**config.mk**
```make
export PLATFORM = sky130hd
export DESIGN_NAME = ctl_port_decoder
export DESIGN_NICKNAME = d
export VERILOG_FILES = /design/src/rtl/ctl_port_pkg.sv /design/src/rtl/ctl_wr_regs.sv /design/src/rtl/ctl_rd_mux.sv /design/src/rtl/ctl_irq.sv /design/src/rtl/ctl_port_decoder.sv
export SDC_FILE = /design/constraint.sdc
export NUM_CORES = 1
export LEC_CHECK = 0
export ABC_CLOCK_PERIOD_IN_PS = 1300
export BUFFER_PORTS_ARGS = -buffer_cell sky130_fd_sc_hd__buf_2
export CAP_MARGIN = 10
export CORE_MARGIN = 3
export CORE_UTILIZATION = 25
export DETAILED_ROUTE_END_ITERATION = 6
export HOLD_SLACK_MARGIN = 0.08
export PLACE_DENSITY = 0.54
export SETUP_SLACK_MARGIN = 0.2
export SLEW_MARGIN = 20
export SYNTH_ARGS = -nofsm -noshare
export SYNTH_HDL_FRONTEND = slang
export SYNTH_SLANG_ARGS = --single-unit
```
**constraint.sdc**
```tcl
create_clock -name clk -period 1.3 [get_ports clk]
set_input_delay 0.065 -clock clk [delete_from_list [all_inputs] [get_ports clk]]
set_output_delay 0.065 -clock clk [all_outputs]
set_load 0.005 [all_outputs]
```
**src/rtl/ctl_port_pkg.sv**
```systemverilog
package ctl_port_pkg;
  localparam int BYTE_W = 8;

  localparam logic [7:0] PORT_ACK_BASE = 8'hEC;
  localparam logic [7:0] PORT_FDC_A    = 8'hF8;
  localparam logic [7:0] PORT_FDC_B    = 8'hFA;
  localparam logic [7:0] PORT_SUBCTL   = 8'hFC;
  localparam logic [7:0] PORT_MAPMODE  = 8'hFD;
  localparam logic [7:0] PORT_WINSEL   = 8'hFE;
  localparam logic [7:0] PORT_RAMDIS   = 8'hFF;

  typedef struct packed {
    logic       ack_win;
    logic       fdc_ctl;
    logic       subctl;
    logic       mapmode;
    logic       winsel;
    logic       ramdis;
  } port_hit_t;

  function automatic port_hit_t decode_port(input logic [7:0] a);
    port_hit_t h;
    h.ack_win = (a[7:2] == PORT_ACK_BASE[7:2]);
    h.fdc_ctl = (a == PORT_FDC_A) || (a == PORT_FDC_B);
    h.subctl  = (a == PORT_SUBCTL);
    h.mapmode = (a == PORT_MAPMODE);
    h.winsel  = (a == PORT_WINSEL);
    h.ramdis  = (a == PORT_RAMDIS);
    return h;
  endfunction
endpackage

```
**src/rtl/ctl_wr_regs.sv**
```systemverilog
module ctl_wr_regs
  import ctl_port_pkg::*;
#(
  parameter int NUM_DRIVES = 3,
  localparam int DRV_W = (NUM_DRIVES > 1) ? $clog2(NUM_DRIVES) : 1
) (
  input  logic              clk,
  input  logic              rst_n,
  input  logic              wr_en,
  input  port_hit_t         hit,
  input  logic [BYTE_W-1:0] wdata,
  output logic [BYTE_W-1:0] subctl_q,
  output logic [BYTE_W-1:0] mapmode_q,
  output logic [2:0]        opt_sel,
  output logic [3:0]        upper_sel,
  output logic              ram_dis_lo,
  output logic              ram_dis_hi,
  output logic              sub_reset,
  output logic              drv_sel_valid,
  output logic [DRV_W-1:0]  drv_num,
  output logic              fdc_motor,
  output logic              fdc_tc,
  output logic              fdc_ie
);
  logic             drv_any;
  logic [DRV_W-1:0] drv_low;

  // lowest set drive bit wins: scan from the top so the last hit is lowest
  always_comb begin
    drv_any = 1'b0;
    drv_low = '0;
    for (int i = NUM_DRIVES - 1; i >= 0; i--) begin
      if (wdata[i]) begin
        drv_any = 1'b1;
        drv_low = DRV_W'(i);
      end
    end
  end

  always_ff @(posedge clk) begin
    if (!rst_n) begin
      subctl_q      <= '0;
      mapmode_q     <= '0;
      opt_sel       <= '0;
      upper_sel     <= '0;
      ram_dis_lo    <= 1'b0;
      ram_dis_hi    <= 1'b0;
      sub_reset     <= 1'b0;
      drv_sel_valid <= 1'b0;
      drv_num       <= '0;
      fdc_motor     <= 1'b0;
      fdc_tc        <= 1'b0;
      fdc_ie        <= 1'b0;
    end else begin
      sub_reset     <= 1'b0;
      drv_sel_valid <= 1'b0;
      if (wr_en) begin
        if (hit.subctl) subctl_q <= wdata;
        if (hit.mapmode) begin
          sub_reset <= wdata[7] && !mapmode_q[7];
          mapmode_q <= wdata;
        end
        if (hit.winsel) begin
          opt_sel   <= wdata[2:0];
          upper_sel <= wdata[7:4];
        end
        if (hit.ramdis) begin
          ram_dis_lo <= wdata[0];
          ram_dis_hi <= wdata[1];
        end
        if (hit.fdc_ctl) begin
          fdc_motor <= wdata[4];
          fdc_tc    <= wdata[5];
          fdc_ie    <= wdata[7];
          if (wdata[6] && drv_any) begin
            drv_sel_valid <= 1'b1;
            drv_num       <= drv_low;
          end
        end
      end
    end
  end
endmodule

```
**src/rtl/ctl_rd_mux.sv**
```systemverilog
module ctl_rd_mux
  import ctl_port_pkg::*;
(
  input  port_hit_t         hit,
  input  logic [BYTE_W-1:0] subctl_q,
  input  logic [BYTE_W-1:0] mapmode_q,
  input  logic [BYTE_W-1:0] cfg_sw,
  input  logic              mon_400line,
  input  logic              sub_rdy,
  input  logic              sub_ack,
  input  logic [2:0]        int_src,
  output logic [BYTE_W-1:0] rdata
);
  logic [BYTE_W-1:0] winsel_stat;
  logic [BYTE_W-1:0] ramdis_stat;
  logic [BYTE_W-1:0] sw_inv_sel;

  assign sw_inv_sel  = ~cfg_sw & 8'h0B;
  assign winsel_stat = 8'hE0 | {sw_inv_sel[6:0], 1'b0} | (mon_400line ? 8'h00 : 8'h08);
  assign ramdis_stat = 8'hC0 | (cfg_sw[7] ? 8'h00 : 8'h20) | (sub_rdy ? 8'h10 : 8'h00)
                     | (sub_ack ? 8'h00 : 8'h08) | {5'b0, int_src};

  always_comb begin
    rdata = 8'hFF;
    if (hit.subctl)       rdata = subctl_q;
    else if (hit.mapmode) rdata = mapmode_q;
    else if (hit.winsel)  rdata = winsel_stat;
    else if (hit.ramdis)  rdata = ramdis_stat;
  end
endmodule

```
**src/rtl/ctl_irq.sv**
```systemverilog
module ctl_irq #(
  parameter int NSRC = 2
) (
  input  logic            clk,
  input  logic            rst_n,
  input  logic            latch_set,
  input  logic            latch_clr,
  input  logic [NSRC-2:0] level_src,
  input  logic [NSRC-1:0] src_en,
  output logic            irq
);
  logic            pend_q;
  logic [NSRC-1:0] active;

  always_ff @(posedge clk) begin
    if (!rst_n)         pend_q <= 1'b0;
    else if (latch_set) pend_q <= 1'b1;
    else if (latch_clr) pend_q <= 1'b0;
  end

  assign active[0] = pend_q & src_en[0];
  for (genvar g = 1; g < NSRC; g++) begin : g_lvl
    assign active[g] = level_src[g-1] & src_en[g];
  end

  always_ff @(posedge clk) begin
    if (!rst_n) irq <= 1'b0;
    else        irq <= |active;
  end
endmodule

```
**src/rtl/ctl_port_decoder.sv**
```systemverilog
module ctl_port_decoder
  import ctl_port_pkg::*;
#(
  parameter int ADDR_W     = 16,
  parameter int NUM_DRIVES = 3,
  localparam int DRV_W = (NUM_DRIVES > 1) ? $clog2(NUM_DRIVES) : 1
) (
  input  logic              clk,
  input  logic              rst_n,
  input  logic              io_req_valid,
  output logic              io_req_ready,
  input  logic              io_write,
  input  logic [ADDR_W-1:0] io_addr,
  input  logic [BYTE_W-1:0] io_wdata,
  output logic              rd_valid,
  input  logic              rd_ready,
  output logic [BYTE_W-1:0] rd_data,
  input  logic              sub_int_set,
  input  logic              fdc_int,
  input  logic              sub_rdy,
  input  logic              sub_ack,
  input  logic [2:0]        int_src,
  input  logic [BYTE_W-1:0] cfg_sw,
  input  logic              mon_400line,
  output logic [1:0]        map_mode,
  output logic [2:0]        opt_sel,
  output logic [3:0]        upper_sel,
  output logic              ram_dis_lo,
  output logic              ram_dis_hi,
  output logic              sub_busreq,
  output logic              sub_reset,
  output logic              drv_sel_valid,
  output logic [DRV_W-1:0]  drv_num,
  output logic              fdc_motor,
  output logic              fdc_tc,
  output logic              irq
);
  port_hit_t         hit;
  logic              accept;
  logic [BYTE_W-1:0] subctl_q;
  logic [BYTE_W-1:0] mapmode_q;
  logic [BYTE_W-1:0] rd_next;
  logic              fdc_ie;

  assign hit          = decode_port(io_addr[7:0]);
  assign io_req_ready = !rd_valid || rd_ready;
  assign accept       = io_req_valid && io_req_ready;

  ctl_wr_regs #(.NUM_DRIVES(NUM_DRIVES)) u_regs (
    .clk(clk), .rst_n(rst_n), .wr_en(accept && io_write), .hit(hit), .wdata(io_wdata),
    .subctl_q(subctl_q), .mapmode_q(mapmode_q), .opt_sel(opt_sel), .upper_sel(upper_sel),
    .ram_dis_lo(ram_dis_lo), .ram_dis_hi(ram_dis_hi), .sub_reset(sub_reset),
    .drv_sel_valid(drv_sel_valid), .drv_num(drv_num), .fdc_motor(fdc_motor),
    .fdc_tc(fdc_tc), .fdc_ie(fdc_ie)
  );

  ctl_rd_mux u_rd (
    .hit(hit), .subctl_q(subctl_q), .mapmode_q(mapmode_q), .cfg_sw(cfg_sw),
    .mon_400line(mon_400line), .sub_rdy(sub_rdy), .sub_ack(sub_ack),
    .int_src(int_src), .rdata(rd_next)
  );

  ctl_irq #(.NSRC(2)) u_irq (
    .clk(clk), .rst_n(rst_n), .latch_set(sub_int_set),
    .latch_clr(accept && hit.ack_win), .level_src(fdc_int),
    .src_en({fdc_ie, subctl_q[0]}), .irq(irq)
  );

  assign map_mode   = mapmode_q[1:0];
  assign sub_busreq = subctl_q[1];

  always_ff @(posedge clk) begin
    if (!rst_n) begin
      rd_valid <= 1'b0;
      rd_data  <= '0;
    end else if (accept && !io_write) begin
      rd_valid <= 1'b1;
      rd_data  <= rd_next;
    end else if (rd_ready) begin
      rd_valid <= 1'b0;
    end
  end
endmodule

```
==> impl_metrics.ini <==
[sta]
relSlewSlack_pct = 68.4
tightest_slew_ns = 0.472
min_period_ns = 1.29
period_share_pct = 99.5
setup_viol = 0
rsz0062_at_grt = true
finClkSkew_ns = 0.00746
final_max_slew_viol_count = 0
hold_viol_final = 0
timing.final.ws_setup_ns = 0.00638
max_freq_mhz = 773

[route]
drt_first_pass_iters = 4
dr.first_iter.drc_count = 130
drc = 0
top_layer = met4
met2_length_mm = 2.92
vias = 2026
wl_mm = 6.18
drtAntennaViolNets = 0
wl_per_cell_um = 14.3
routedLengthMet1_mm = 2.94
wl_met3_um = 241
viasPerCell = 4.70

[placement]
placed_cells_incl_taps = 407
io_buffers = 61
pre_cts_slack_ns = -0.0942
gp_congestion = 0.788
place_area_mm2 = 0.00269
place_hpwl_mm = 4.40

[clock_tree]
cts_buffers = 5
cts.clk_slew.worst_paths_ns = 0.08
clockRootBuffer = clkbuf_8
clock-sinks = 43
cts_tree = built
clk_latency_ns = 0.30
htreeDepth = 2
clockBufferDepth = 2

[final_layout]
final_cell_area_mm2 = 0.00318
final_util_pct = 40.5
final_cell_mix = buf_2 (61), dfxtp_1 (42), buf_4 (26)
layout_commonest_cell = buf_2
final_nets = 373
syn_to_final_growth_pct = 55.1
fin_cells = 431
diodes = 0
drive_above_1_share_pct = 49.5

[critical_path]
critPathMaxFanout = 4
crit_type = reg2reg
crit_arrival_ns = 1.48
crit_path_start_kind = register
rrSetupSlack_ns = 0.006
crit_path_end_kind = register
crit_required_ns = 1.49

[global_routing]
antenna_found_initial = 0
grt.total_usage_pct = 13.6
grt_pass1_vias = 1923
grt_pass1_wl_mm = 9.69
grt_max_degree = 25
grt-ovfl-total = 0

[min_path]
hold_class = in2reg

[yosys]
yosysWarnings = 0
ys_types = 41
synth-seq-cells = 43
ys_seq_area_share_pct = 42.0
synthArstFlopShare_pct = 0
synth_edf_count = 0
syn_area_mm2 = 0.00205
ys.flop_type = dfxtp_1
avgSynthCellArea_um2 = 8.76
yosys.area.top_type = dfxtp_1
yosysTopAreaCellShare_pct = 42.0
syn_nets = 279
syn_inst = 234
synth.area.top_cells = dfxtp_1 (42%), o21ai_0 (7.1%), a21oi_1 (5.9%), mux2i_1 (5.4%), nand3_1 (5.1%)

[floorplan]
io_pins = 74
die_area_mm2 = 0.00933
rows = 32
start_util_pct = 26.1
coreArea_mm2 = 0.00785
die_x_um = 96.6
die_y_um = 96.6

[outcome]
outcome = complete, no violations

[power]
ir_worst_vdd_mv = 0.364
power.density_mw_per_mm2 = 900
power.leakage_uw = 0.00123

[run]
drv_cap = 0
-- kinds of logic after synthesis --
kind of cell    Yosys count  synth area share [%]
simple gates             85                  25.0
compound gates           70                  19.7
flops                    43                  42.0
buf+inv                  24                  7.38
mux                      12                  5.92
-- stage by stage --
step | hold WS [ns] | power, uW | TNS, ns
2_1_floorplan | 0.194 | 1550 | -0.0463
3_3_place_gp | 0.310 | 1720 | -0.308
3_5_place_dp | 0.306 | 1720 | -0.539
4_1_cts | 0.0900 | 2850 | -0.0161
5_1_grt | 0.108 | 2980 | -0.105
6_report | 0.0957 | 2860 | 0
-- flip-flops by register name, summed over array words and instances, names as in the netlist, 2 cells and up --
| name | cells |
|---|---|
| u_regs.subctl_q | 8 |
| u_regs.mapmode_q | 8 |
| u_regs.upper_sel | 4 |
| u_regs.drv_num | 2 |
| rd_data | 8 |
| u_regs.opt_sel | 3 |
-- area by class of cell --
type | instances | area, um2
fillers | 825 | 4670
multi-input cells | 167 | 1290
flip-flops and latches | 43 | 862
repair buffers | 109 | 772
well taps | 102 | 128
clock buffers | 6 | 82.6
clock inverters | 2 | 35.0
inverters | 2 | 7.51
-- metal layers --
metal	vias to the layer above	global-route usage, %
met5	-	0
met4	0	4.21
met3	6	2.79
met2	46	21.3
met1	930	18.7
li1	1044	-
-- timing repair --
| item | in CTS | in global routing |
|---|---|---|
| setup endpoints to repair | 40 | 43 |
| endpoints found under the hold margin | 19 | 0 |
| pin swaps | 2 | 27 |
| hold buffers | 9 | 0 |
| buffers inserted | 1 | 4 |
| gates cloned | 1 | 1 |
| gates resized for setup | 12 | 47 |
-- path summary, 6_finish.rpt --
kind	from	endpoint	cells past startpoint
hold reg to reg	u_regs.mapmode_q[6]	u_regs.mapmode_q[6]	2
setup reg to reg	rd_valid	u_regs.drv_num[0]	5
setup / recovery	rd_valid	u_regs.drv_num[0]	5
hold / removal	cfg_sw[7]	rd_data[5]	4
-- worst max-delay path, stage by stage, from the launching register on --
cell,delay (ns)
dfxtp_2,0.35
nand2b_4,0.06
and4b_2,0.25
buf_6,0.13
and4b_1,0.18
o31a_1,0.23
-- where the power goes --
part	switching, uW	leakage (uW)	internal (uW)
Combinational	223	0.000817	197
Sequential	12.5	0.000349	1340
Clock	470	0.0000612	622
-- cells in the mapped netlist (4+ instances only) --
library cell	number
dfxtp_1	43
o21ai_0	29
a21oi_1	24
nand2_1	22
nand3_1	21
mux2i_1	11
nor3_1	9
clkbuf_1	8
buf_4	5
buf_6	5
nor2_1	5
a2111oi_0	4
buf_2	4
nand2b_1	4
Note: power is estimated with default switching activity, not from simulation.
